<file path="src/rtl/xfc_pkg.sv">
package xfc_pkg;

    localparam int CHAR_W   = 8;
    localparam int XR_NUM   = 4;
    localparam int XR_AW    = $clog2(XR_NUM);
    localparam int MIN_BITS = 5;

    localparam int XR_XON1  = 0;
    localparam int XR_XON2  = 1;
    localparam int XR_XOFF1 = 2;
    localparam int XR_XOFF2 = 3;

    typedef enum logic [1:0] {
        FC_OFF     = 2'd0,
        FC_SINGLE  = 2'd1,
        FC_DOUBLE  = 2'd2,
        FC_SPECIAL = 2'd3
    } fc_mode_e;

    typedef struct packed {
        logic              valid;
        logic [CHAR_W-1:0] data;
    } char_t;

    // Keep the low MIN_BITS + wl bits of a character.
    function automatic logic [CHAR_W-1:0] len_mask(input logic [1:0] wl);
        logic [CHAR_W-1:0] m;
        for (int i = 0; i < CHAR_W; i++) begin
            m[i] = (i < MIN_BITS + int'(wl));
        end
        return m;
    endfunction

endpackage

</file>
<file path="src/rtl/xfc_xregs.sv">
module xfc_xregs
    import xfc_pkg::*;
#(
    parameter int CW = CHAR_W,
    parameter int N  = XR_NUM,
    localparam int AW = $clog2(N)
) (
    input  logic                  clk,
    input  logic                  rst,
    input  logic                  we,
    input  logic [AW-1:0]         addr,
    input  logic [CW-1:0]         wdata,
    output logic [N-1:0][CW-1:0]  regs
);

    for (genvar g = 0; g < N; g++) begin : g_reg
        always_ff @(posedge clk) begin
            if (rst) begin
                regs[g] <= '0;
            end else if (we && (addr == AW'(g))) begin
                regs[g] <= wdata;
            end
        end
    end

endmodule

</file>
<file path="src/rtl/xfc_compare.sv">
module xfc_compare
    import xfc_pkg::*;
#(
    parameter int CW = CHAR_W,
    parameter int N  = XR_NUM
) (
    input  logic [CW-1:0]         ch,
    input  logic [1:0]            wl,
    input  logic [N-1:0][CW-1:0]  regs,
    output logic [N-1:0]          hit
);

    logic [CW-1:0] mask;
    assign mask = len_mask(wl);

    for (genvar g = 0; g < N; g++) begin : g_cmp
        assign hit[g] = ((ch ^ regs[g]) & mask) == '0;
    end

endmodule

</file>
<file path="src/rtl/xfc_seq.sv">
module xfc_seq
    import xfc_pkg::*;
(
    input  logic              clk,
    input  logic              rst,
    input  fc_mode_e          mode,
    input  logic              rx_valid,
    input  logic [CHAR_W-1:0] rx_char,
    input  logic [XR_NUM-1:0] hit,
    input  logic              stat_rd,
    output char_t             out_q,
    output logic              susp_q,
    output logic              flag_q
);

    logic              held_q, held_n;
    logic [CHAR_W-1:0] held_c_q, held_c_n;
    logic              pend_q, pend_n;
    logic [CHAR_W-1:0] pend_c_q, pend_c_n;
    logic              susp_n, flag_n;
    char_t             out_n;
    logic              first_hit, second_hit, match;

    always_comb begin
        first_hit  = susp_q ? hit[XR_XON1] : hit[XR_XOFF1];
        second_hit = susp_q ? hit[XR_XON2] : hit[XR_XOFF2];
        held_n     = held_q;
        held_c_n   = held_c_q;
        pend_n     = 1'b0;
        pend_c_n   = pend_c_q;
        susp_n     = susp_q;
        flag_n     = flag_q;
        match      = 1'b0;
        out_n      = '0;
        if (pend_q) begin
            out_n = '{valid: 1'b1, data: pend_c_q};
        end
        if (rx_valid) begin
            unique case (mode)
                FC_SINGLE: begin
                    if (first_hit) begin
                        match  = 1'b1;
                        susp_n = ~susp_q;
                        flag_n = ~susp_q;
                    end else begin
                        out_n = '{valid: 1'b1, data: rx_char};
                    end
                end
                FC_DOUBLE: begin
                    if (held_q) begin
                        if (second_hit) begin
                            match  = 1'b1;
                            susp_n = ~susp_q;
                            flag_n = ~susp_q;
                            held_n = 1'b0;
                        end else begin
                            out_n = '{valid: 1'b1, data: held_c_q};
                            if (first_hit) begin
                                held_c_n = rx_char;
                            end else begin
                                held_n   = 1'b0;
                                pend_n   = 1'b1;
                                pend_c_n = rx_char;
                            end
                        end
                    end else if (first_hit) begin
                        held_n   = 1'b1;
                        held_c_n = rx_char;
                    end else begin
                        out_n = '{valid: 1'b1, data: rx_char};
                    end
                end
                FC_SPECIAL: begin
                    out_n = '{valid: 1'b1, data: rx_char};
                    if (hit[XR_XOFF2]) begin
                        match  = 1'b1;
                        flag_n = 1'b1;
                    end
                end
                default: begin
                    out_n = '{valid: 1'b1, data: rx_char};
                end
            endcase
        end
        if (stat_rd && !match) begin
            flag_n = 1'b0;
        end
    end

    always_ff @(posedge clk) begin
        if (rst) begin
            held_q   <= 1'b0;
            held_c_q <= '0;
            pend_q   <= 1'b0;
            pend_c_q <= '0;
            susp_q   <= 1'b0;
            flag_q   <= 1'b0;
            out_q    <= '0;
        end else begin
            held_q   <= held_n;
            held_c_q <= held_c_n;
            pend_q   <= pend_n;
            pend_c_q <= pend_c_n;
            susp_q   <= susp_n;
            flag_q   <= flag_n;
            out_q    <= out_n;
        end
    end

endmodule

</file>
<file path="src/rtl/xonxoff_rx_matcher.sv">
module xonxoff_rx_matcher
    import xfc_pkg::*;
(
    input  logic              clk,
    input  logic              rst,
    input  logic              cfg_we,
    input  logic [XR_AW-1:0]  cfg_addr,
    input  logic [CHAR_W-1:0] cfg_wdata,
    input  logic [1:0]        fc_mode,
    input  logic [1:0]        wlen,
    input  logic              irq_en,
    input  logic              stat_rd,
    input  logic              rx_valid,
    input  logic [CHAR_W-1:0] rx_char,
    output logic              fifo_we,
    output logic [CHAR_W-1:0] fifo_data,
    output logic              tx_suspend,
    output logic              flag,
    output logic              irq
);

    logic [XR_NUM-1:0][CHAR_W-1:0] xr;
    logic [XR_NUM-1:0]             hit;
    char_t                         out_q;
    logic                          susp_q, flag_q;

    xfc_xregs #(.CW(CHAR_W), .N(XR_NUM)) u_xregs (
        .clk   (clk),
        .rst   (rst),
        .we    (cfg_we),
        .addr  (cfg_addr),
        .wdata (cfg_wdata),
        .regs  (xr)
    );

    xfc_compare #(.CW(CHAR_W), .N(XR_NUM)) u_cmp (
        .ch   (rx_char),
        .wl   (wlen),
        .regs (xr),
        .hit  (hit)
    );

    xfc_seq u_seq (
        .clk      (clk),
        .rst      (rst),
        .mode     (fc_mode_e'(fc_mode)),
        .rx_valid (rx_valid),
        .rx_char  (rx_char),
        .hit      (hit),
        .stat_rd  (stat_rd),
        .out_q    (out_q),
        .susp_q   (susp_q),
        .flag_q   (flag_q)
    );

    assign fifo_we    = out_q.valid;
    assign fifo_data  = out_q.data;
    assign tx_suspend = susp_q;
    assign flag       = flag_q;
    assign irq        = flag_q & irq_en;

endmodule

</file>
<file path="config.mk">
export PLATFORM = sky130hd
export DESIGN_NAME = xonxoff_rx_matcher
export DESIGN_NICKNAME = d
export VERILOG_FILES = /design/src/rtl/xfc_pkg.sv /design/src/rtl/xfc_xregs.sv /design/src/rtl/xfc_compare.sv /design/src/rtl/xfc_seq.sv /design/src/rtl/xonxoff_rx_matcher.sv
export SDC_FILE = /design/constraint.sdc
export NUM_CORES = 1
export LEC_CHECK = 0
export BUFFER_PORTS_ARGS = -buffer_cell sky130_fd_sc_hd__buf_2
export CAP_MARGIN = 20
export CORE_AREA = 3 3 95 97
export CTS_CLUSTER_DIAMETER = 60
export CTS_CLUSTER_SIZE = 16
export DETAILED_ROUTE_END_ITERATION = 6
export DIE_AREA = 0 0 98 100
export SYNTH_ARGS = -nofsm -noshare
export SYNTH_HDL_FRONTEND = slang
export SYNTH_HIERARCHICAL = 1
export SYNTH_SLANG_ARGS = --single-unit
</file>
<file path="constraint.sdc">
create_clock -name clk -period 2.6 [get_ports clk]
set_clock_uncertainty 0.05 [all_clocks]
set_input_delay 0.13 -clock clk [delete_from_list [all_inputs] [get_ports clk]]
set_output_delay 0.13 -clock clk [all_outputs]
set_load 0.02 [all_outputs]
</file>
==> reports/qor.txt <==
status - complete, no violations
vias in the first global route - 2691
die height - 100 um
Non-Filler Instances - 506
worst path required time - 2830 ps
Cell Pwr Density - 540 nW/um^2
remaining global-route overflow - 0
fin crit period - 2300 ps
Initial Util - 0.407
period utilization - 0.884
final setup vio count - 0
largest fanout on the critical path - 9
pin count of the biggest net entering global routing - 47
Distinct cells, synth - 43
Worst Hold Endpoint - u_seq/flag_q
CP top delay family - compound AO/OA/AOI/OAI gates
Detail Route Antenna Nets - 0
maximum VDD drop - 350 uV
Clk Latency, worst-skew pair - 340 ps
Synth Area in XOR/XNOR - 0.0860
via count - 2712
post-synthesis cell count - 366
NumNets Final - 430
crit end category - flop
main combinational cell family by area after synthesis - simple AND/OR/NAND/NOR gates
worst r2r dst - u_seq/susp_q
max cap viols - 0
Row Count - 33
Main synth FF type - dfxtp_1
via density per instance - 5.36
Syn Area/Cell - 9.14 um^2
Num Clock Sinks - 61
Core ar. - 8220 um^2
worst-margin pin slew - 802 ps
adder-cell area share of the yosys netlist - 0.0150
Slew Limit Fails - 0
flop and latch count out of synthesis - 61
FF-to-FF Start - u_xregs/regs[31]
total chip power - 2020 uW
CTS Buf Count - 9
crit path launch - u_xregs/regs[31]
IO Pins - 40
GP Congestion - 0.862
initial antenna violation count - 0
Register-to-Register Path Depth - 7
placed wire-length estimate - 5800 um
RSZ-0062 raised after global routing - no
type of the tightest min-delay check - in -> reg
H-tree Lvls - 3
Setup Crit Path Kind - reg -> reg
Slew HR - 0.464
met2 wire length - 3680 um
number of fill cells - 826
area grow syn2layout - 11.9%
min-delay src - stat_rd
final WL - 8000 um
EDFF count, synth - 0
CP arrival - 2520 ps
dpl cells - 492
Initial DRC Count - 125
crit-path cells - xnor2_1 > o21ai_1 > a211oi_1 > mux2_4 > a21boi_0 > or4_2 > a21oi_1
Root Driver - clkbuf_8
reg-to-reg slack, setup - 300 ps
sequential share of the synthesized area - 0.365
IO Port Bufs - 39
Final Core Density - 0.456
setup TNS - 0 ps
drt pass-1 iters - 4
top sig layer - met4
slowest stage delay, CP - 670 ps
Die X - 98 um
leakage - 0.00155 uW
setup bufs post-CTS - 0
fmax - 0.435 GHz
GRT Resource Usage Total - 0.170
fraction of layout cells with a size suffix above 1 - 0.165
mapped cell area - 3350 um^2
CTS tree - yes
Synth Area in Compound Gates - 0.123
# hold bufs at CTS - 0
Yosys warning count - 6
Startpoint Class - flop
M1 WL - 3650 um
die outline area - 9800 um^2
global-route wire length before repair - 13400 um
DRC - 0
multiplexer area fraction after synthesis - 0.157
endpoints failing hold - 0
Worst-path clk slew - 70 ps
cell count along the critical path - 7
Routed wire per std cell - 15.8 um
Critical-path top delay cell - or4_2
WHS Path Cells - 3
maximum clock insertion buffer count - 2
CP bufs+invs - 0
Antenna diodes - 0
post-synthesis simple-gate area fraction - 0.193
FFs w/ async S/R, synth - 0
syn_nets - 398
Post-CTS Resized - 0
met3 WL post-DR - 498 um
[state kept, by name, indices dropped and copies added, names as in the netlist]
register and count:
u_seq/held_q 1, u_seq/pend_q 1, u_seq/flag_q 1, u_seq/susp_q 1, u_seq/out_q 9, u_xregs/regs 32
u_seq/held_c_q 8, u_seq/pend_c_q 8
[power by group]
part	internal [uW]	leakage [uW]	switching, uW
combinational	110	0.000954	148
sequential	961	0.000495	17.6
clock	438	0.0000974	349
[how the worst max path moves through the flow]
stage / to / slack [ps]
final: u_seq/susp_q / 300
after global routing: u_seq/susp_q / 80
after CTS: u_seq/susp_q / 300
after detailed placement: u_seq/susp_q / 270
after global placement: u_seq/susp_q / 390
after floorplan: u_seq/susp_q / 440
[tightest hold or removal path, delay by kind of cell]
family	cells	cell delay [ps]
compound gates	2	160
buf+inv	1	90
[metrics by stage]
stage	cell area, um^2	hold WS [ps]	setup WS [ps]
6_report	3740	32.1	302
5_1_grt	3740	31.1	83.8
2_1_floorplan	3350	224	441
3_3_place_gp	3560	395	394
4_1_cts	3740	29.3	297
3_5_place_dp	3560	395	274
[synth_stat cells, drive strengths merged (2+ instances only)]
| master | instances | area, um^2 |
|---|---|---|
| o311ai | 4 | 35.0 |
| nor2 | 23 | 86.3 |
| ha | 4 | 50.1 |
| and3b | 2 | 17.5 |
| a211oi | 5 | 37.5 |
| buf | 15 | 131 |
| a21o | 3 | 22.5 |
| nand3 | 19 | 95.1 |
| mux2i | 50 | 500 |
| nand2 | 22 | 82.6 |
| dfxtp | 61 | 1220 |
| clkbuf | 11 | 41.3 |
| a311o | 3 | 30.0 |
| o31ai | 3 | 22.5 |
| inv | 8 | 30.0 |
| a21oi | 15 | 75.1 |
| nand2b | 41 | 257 |
| o21ai | 14 | 70.1 |
| xnor2 | 32 | 288 |
| nand3b | 3 | 22.5 |
| o211ai | 4 | 30.0 |
| nand4 | 4 | 25.0 |
| mux2 | 2 | 26.3 |
| a41oi | 3 | 26.3 |
| or4 | 3 | 27.5 |
[layout make-up]
type | count | area (um^2) | share of cell area
Tap cell | 105 | 131 | 0.0351
Inverter | 8 | 30.0 | 0.00802
Clock buffer | 13 | 179 | 0.0478
Sequential cell | 61 | 1220 | 0.326
Timing Repair Buffer | 47 | 255 | 0.0682
Multi-Input combinational cell | 271 | 1920 | 0.514
Clock inverter | 1 | 5.00 | 0.00134
[logic make-up (layout without fill, tap and decap cells)]
logic type	Yosys count	count (layout)
AND/OR/NAND/NOR	122	122
AO/OA/AOI/OAI	61	61
flip-flops	61	61
multiplexers	52	52
buffers and inverters	34	69
XOR/XNOR	32	32
adder cells (fa/ha/maj)	4	4
[layer usage]
metal / global-route usage / up-vias
li1: - / 1335
met1: 0.216 / 1271
met2: 0.279 / 87
met3: 0.0466 / 19
met4: 0.0607 / 0
met5: 0 / -
[layout by cell type (no fill, tap or decap), types with 2 or more instances in the layout]
cell type  count
a211oi_1       5
a21o_1         3
a21oi_1       15
a311o_1        3
a41oi_1        3
and3b_1        2
buf_2         39
buf_4          8
clkbuf_8      13
dfxtp_1       61
ha_1           4
inv_1          8
mux2i_1       50
nand2_1       22
nand2b_1      41
nand3_1       19
nand3b_1       3
nand4_1        4
nor2_1        23
o211ai_1       4
o21ai_0       10
o21ai_1        4
o311ai_0       4
o31ai_1        3
xnor2_1       31
No activity file was read; power rests on OpenSTA's default activity.
